### src/rtl/ssync_pkg.sv
package ssync_pkg;
  // feedback from the two taps
  function automatic logic tap_sum(input logic mid_bit, input logic far_bit);
    return mid_bit ^ far_bit;
  endfunction

  // combine a data bit with the feedback
  function automatic logic code_bit(input logic data_bit, input logic fb);
    return data_bit ^ fb;
  endfunction

  // one shift step: new bit enters stage 1 (index 0)
  function automatic logic [63:0] shift_in(input logic [63:0] cur, input logic nb);
    return {cur[62:0], nb};
  endfunction
endpackage

### src/rtl/ssync_history.sv
module ssync_history #(
  parameter int STAGES = 7
) (
  input  logic              clk,
  input  logic              rst,
  input  logic [STAGES-1:0] seed,
  input  logic              adv,
  input  logic              feed,
  output logic [STAGES-1:0] hist
);
  logic [63:0] widened;
  logic [63:0] shifted;

  always_comb begin
    widened = '0;
    widened[STAGES-1:0] = hist;
    shifted = ssync_pkg::shift_in(widened, feed);
  end

  always_ff @(posedge clk) begin
    if (rst)      hist <= seed;
    else if (adv) hist <= shifted[STAGES-1:0];
  end
endmodule

### src/rtl/ssync_tap_mix.sv
module ssync_tap_mix #(
  parameter int STAGES     = 7,
  parameter int TAP_MID    = 6,
  parameter bit DESCRAMBLE = 1'b0
) (
  input  logic [STAGES-1:0] hist,
  input  logic              din,
  output logic              tap_mid_bit,
  output logic              tap_far_bit,
  output logic              coded,
  output logic              feed
);
  logic fb;

  assign tap_mid_bit = hist[TAP_MID-1];
  assign tap_far_bit = hist[STAGES-1];
  assign fb          = ssync_pkg::tap_sum(tap_mid_bit, tap_far_bit);
  assign coded       = ssync_pkg::code_bit(din, fb);

  generate
    if (DESCRAMBLE) begin : g_line_feed
      assign feed = din;
    end else begin : g_coded_feed
      assign feed = coded;
    end
  endgenerate
endmodule

### src/rtl/ssync_out_stage.sv
module ssync_out_stage (
  input  logic clk,
  input  logic rst,
  input  logic adv,
  input  logic coded,
  output logic dout,
  output logic dout_vld
);
  always_ff @(posedge clk) begin
    if (rst) begin
      dout     <= 1'b0;
      dout_vld <= 1'b0;
    end else begin
      dout_vld <= adv;
      if (adv) dout <= coded;
    end
  end
endmodule

### src/rtl/ssync_scrambler.sv
module ssync_scrambler #(
  parameter int STAGES     = 7,
  parameter int TAP_MID    = 6,
  parameter bit DESCRAMBLE = 1'b0
) (
  input  logic              clk,
  input  logic              rst,
  input  logic [STAGES-1:0] seed,
  input  logic              din,
  input  logic              din_vld,
  output logic              dout,
  output logic              dout_vld,
  output logic [STAGES-1:0] state_o
);
  localparam bool_ok = (TAP_MID > 0) && (TAP_MID < STAGES) && (STAGES <= 64);

  generate
    if (!bool_ok) begin : g_bad_taps
      $error("ssync_scrambler: need 0 < TAP_MID < STAGES <= 64");
    end
  endgenerate

  logic              shift_en;
  logic              coded;
  logic              feed;
  logic              tap_mid_bit;
  logic              tap_far_bit;
  logic [STAGES-1:0] hist;

  assign shift_en = din_vld;

  ssync_history #(.STAGES(STAGES)) u_hist (
    .clk (clk),
    .rst (rst),
    .seed(seed),
    .adv (shift_en),
    .feed(feed),
    .hist(hist)
  );

  ssync_tap_mix #(.STAGES(STAGES), .TAP_MID(TAP_MID), .DESCRAMBLE(DESCRAMBLE)) u_mix (
    .hist       (hist),
    .din        (din),
    .tap_mid_bit(tap_mid_bit),
    .tap_far_bit(tap_far_bit),
    .coded      (coded),
    .feed       (feed)
  );

  ssync_out_stage u_out (
    .clk     (clk),
    .rst     (rst),
    .adv     (shift_en),
    .coded   (coded),
    .dout    (dout),
    .dout_vld(dout_vld)
  );

  assign state_o = hist;
endmodule

### config.mk
export PLATFORM = sky130hd
export DESIGN_NAME = ssync_scrambler
export DESIGN_NICKNAME = d
export VERILOG_FILES = /design/src/rtl/ssync_pkg.sv /design/src/rtl/ssync_history.sv /design/src/rtl/ssync_tap_mix.sv /design/src/rtl/ssync_out_stage.sv /design/src/rtl/ssync_scrambler.sv
export SDC_FILE = /design/constraint.sdc
export NUM_CORES = 1
export LEC_CHECK = 0
export ABC_CLOCK_PERIOD_IN_PS = 2750
export BUFFER_PORTS_ARGS = -buffer_cell sky130_fd_sc_hd__buf_2
export CORE_AREA = 3 3 40 42
export DETAILED_ROUTE_END_ITERATION = 8
export DIE_AREA = 0 0 43 45
export PLACE_DENSITY = 0.62
export REMOVE_ABC_BUFFERS = 1
export SETUP_SLACK_MARGIN = 0.15
export SLEW_MARGIN = 5
export SYNTH_ARGS = -nofsm -noshare
export SYNTH_HDL_FRONTEND = slang
export SYNTH_SLANG_ARGS = --single-unit
### constraint.sdc
create_clock -name clk -period 2.75 [get_ports clk]
set_input_delay 0.275 -clock clk [delete_from_list [all_inputs] [get_ports clk]]
set_output_delay 0.275 -clock clk [all_outputs]
set_load 0.1 [all_outputs]
Yosys cells after proc, flatten, opt, wreduce, memory -nomap -nowiden
Index checks and enable logic that the tools add are counted.

word-level totals
  output and inout bits = 9
  register bits = 9

operators by class
  bitwise operators = 2
  reductions and logical operators = 1
  muxes and demuxes = 2

operators with widths
  operator            count
  $mux W7             2
  $reduce_bool A2 Y1  1
  $xor A1 B1 Y1       2

Longest topological paths before layout
  depth after elaboration = 4
  depth in mapped cells = 3

Modules after synthesis
Synthesis repeated with hierarchy kept, for this count alone.

unflattened totals
  cells, all modules = 25
  area, all modules = 439.2 um^2

modules (own cells, without submodules)
  module           seq. area each (um^2)  cells each  area an instance (um^2)  times used
  ssync_history    210.2                  16          332.8                    1
  ssync_out_stage  40.0                   5           60.1                     1
  ssync_tap_mix    0.0                    4           46.3                     1

Worst setup path after synthesis
OpenSTA, ideal clock, no wires.

  path kind = reg-to-reg
  from = register u_hist.hist[0]
  to = register u_hist.hist[1] (data pin)
  setup slack = 1314 ps
  stages on the path, launching flop included = 2
  arrival = 1175 ps
  setup time = 261 ps
  buffers on the path = 0
  data required time = 2489 ps
  path through = edfxtp_1 > mux2_2

on the way
  word-level cells in the longest chain between the ends = 2

ends and longest elaborated chain
  element                 RTL line             source
  start, declared         ssync_history.sv:9   output logic [STAGES-1:0] hist
  start signal, assigned  ssync_history.sv:22  else if (adv) hist <= shifted[STAGES-1:0];
  $mux W7                 ssync_history.sv:22
  $mux W7                 ssync_history.sv:21  if (rst) hist <= seed;

No other way between the ends. The select of a mux whose other input is x is not followed.
A chain may end at the register's enable or synchronous reset.

Worst setup path in the final report
  from = register u_hist.hist[6]
  to = output state_o[6]

RTL lines
  element        RTL line               source
  end, declared  ssync_scrambler.sv:13  output logic [STAGES-1:0] state_o

No word-level cell between the ends.

==> impl_results.md <==
* Port bufs at 19
* Tot Pwr at 0.000427 W
* Die Y at 45 µm
* Slew @ Worst Pin at 0.487 ns
* Crit end category: primary output
* Status: complete, no violations
* Detailed Routing Iterations Pass 1 at 2
* Synthesized area at 409 µm²
* First-pass GRT wire length at 1.26 mm
* CP max FO at 4
* Total number of clock tree sinks at 9
* Area Overhead vs Synth at 29.4%
* Worst path cell trace: buf_2
* Post-layout min period at 1.38 ns
* Hold buffer count at cts at 0
* CP bufs+invs at 1
* Multi-input logic area at 139 µm²
* Final number of setup-violating endpoints at 0
* Hold Fails Final Rpt at 0
* Hold_ws at 0.293 ns
* Max Buffers Root-to-Sink at 2
* Kind of cell adding the most delay to the critical path: buffers and inverters
* LEAKAGE at 0.233 nW
* Core area at 1280 µm²
* Fin Setup TNS at 0 ns
* Final HPWL DP at 575 µm
* Post-route antenna net violation count at 0
* CP max stage cell: buf_2
* Cts repair resizes at 0
* RSZ-0062 raised after global routing: false
* Cell count of the worst hold path at 2
* Row cnt at 13
* CTS Root Cell: clkbuf_4
* Avg WL per Cell at 11.4 µm
* Worst r2r dst: u_hist.hist[0]$_DFFE_PP_
* Syn Area/Cell at 14.1 µm²
* Starting Density at 31.8%
* Worst Skew at 0.00434 ns
* Yosys reg bits at 9
* Top Ports at 20
* Max VDD drop at 0.283 mV
* Synthesis Warnings at 0
* DRC viols at 0
* Worst setup SP type: flop
* Crit-path max cell delay at 0.45 ns
* Vias in the first global route at 296
* Cell variety after synth at 14
* Max cap viols at 0
* Overflow after GRT at 0
* Critical path arrival at 1.10 ns
* DIE AREA at 1940 µm²
* Initial antenna violation count at 0
* DRT Wirelength at 730 µm
* CTS tree: yes
* FMAX at 0.725 GHz
* Post-synth top area cell: edfxtp_1
* Fill count at 137
* Post-synth top area share at 51.4%
* Storage element area at 250 µm²
* Worst Path Required at 2.48 ns
* Largest net degree at the start of global routing at 14
* Worst Setup Path Type: reg2out
* Worst R2R Start: u_hist.hist[5]$_DFFE_PP_
* Final period util at 50.2%
* Max-slew headroom at 67.7%
* Worst min-delay path startpoint: din_vld
* Reg2reg setup slack at 1.60 ns
* All-layer global routing usage at 9.44%
* Inserted Clock Buffers at 3
* Die X at 43 µm
* Clock slew at reported path FFs at 0.06 ns
* Hold path endpoint: u_out.dout_vld$_SDFF_PP0_
* Latest clock arrival within the worst-skew pair at 0.26 ns
* H-Tree Level Count at 1
* Pwr dens at 806 nW/µm²
* Final worst slack at 1.37 ns
* Vias at 289
* Slew Limit Fails at 0
* Via/cell ratio at 4.52
* HP Class: in2reg
* Post-Place Worst Slack at 1.59 ns
* Synthesized instance count at 29
* DR iter-0 viols at 5
* Register area share after synthesis at 61.2%
* Fraction of layout instances using a drive strength above 1 at 59.2%
* Nets at 61
* Ranking of synthesized cells by area: edfxtp_1 51%, mux2_2 17%, dfxtp_1 9.8%
* Postcts setup bufs at 0
* R2R cell count at 3
* Routability Congestion at 0.608
* Antenna cells at 0
-- cells in the final DEF (no fill, tap or decap), drive strengths merged, types with 2 or more instances in the layout --
cell type | netlist | layout
nor3b | 2 | 2
clkbuf | 0 | 4
mux2 | 6 | 6
nand2 | 2 | 2
dfxtp | 2 | 2
buf | 3 | 19
edfxtp | 7 | 7
-- logic make-up (layout without fill, tap and decap cells) --
| family | Yosys count | after routing | synth area share, % |
|---|---|---|---|
| AO/OA/AOI/OAI | 2 | 2 | 3.36 |
| XOR/XNOR | 2 | 2 | 4.28 |
| buffers and inverters | 3 | 23 | 4.89 |
| flip-flops | 9 | 9 | 61.2 |
| multiplexers | 6 | 6 | 16.5 |
| AND/OR/NAND/NOR | 7 | 7 | 9.79 |
-- routing by layer --
metal	track usage, %	up-vias	wire (µm)
met1	8.23	127	267
met2	15.0	16	344
li1	-	143	-
met5	0	-	0
met4	5.42	0	9
met3	7.97	3	109
-- cell type report --
| class | count | share of cell area, % |
|---|---|---|
| Tap cell | 15 | 3.55 |
| Timing Repair Buffer | 19 | 18.0 |
| Clock buffer | 4 | 4.96 |
| Sequential cell | 9 | 47.3 |
| Multi-Input combinational cell | 17 | 26.2 |
-- flip-flops by register name, indices dropped and copies added, names as in the netlist --
signal and cells:
u_out.dout 1, u_out.dout_vld 1, u_hist.hist 7
-- Yosys cell counts --
library cell / instances
edfxtp_1: 7
mux2_2: 6
buf_4: 2
dfxtp_1: 2
nand2_1: 2
nor3b_1: 2
a211o_1: 1
buf_2: 1
nor2b_1: 1
nor3_1: 1
o21ai_1: 1
or2_2: 1
xnor2_1: 1
xor2_1: 1
-- worst max path at each step --
stage	cells after the start	startpoint	endpoint
2_1_floorplan	3	u_hist.hist[5]$_DFFE_PP_	u_hist.hist[0]$_DFFE_PP_
3_3_place_gp	2	rst	u_hist.hist[6]$_DFFE_PP_
3_5_place_dp	3	u_hist.hist[5]$_DFFE_PP_	u_hist.hist[0]$_DFFE_PP_
4_1_cts	1	u_hist.hist[6]$_DFFE_PP_	state_o[6]
5_1_grt	1	u_hist.hist[6]$_DFFE_PP_	state_o[6]
6_report	1	u_hist.hist[6]$_DFFE_PP_	state_o[6]
-- stage by stage --
step                      instance area (µm²)  utilization (%)  std cells
after floorplan                           389                -         26
after global placement                    503             39.1         60
after detailed placement                  503             39.1         60
after CTS                                 529             41.2         64
after global routing                      529             41.2         64
final                                     529             41.2         64
-- power by group --
group	switching, W	internal, W	total (W)
combinational	0.000125	0.0000297	0.000154
clock	0.0000439	0.0000558	0.0000997
sequential	0.00000785	0.000165	0.000173
(Power assumes the default switching activity.)
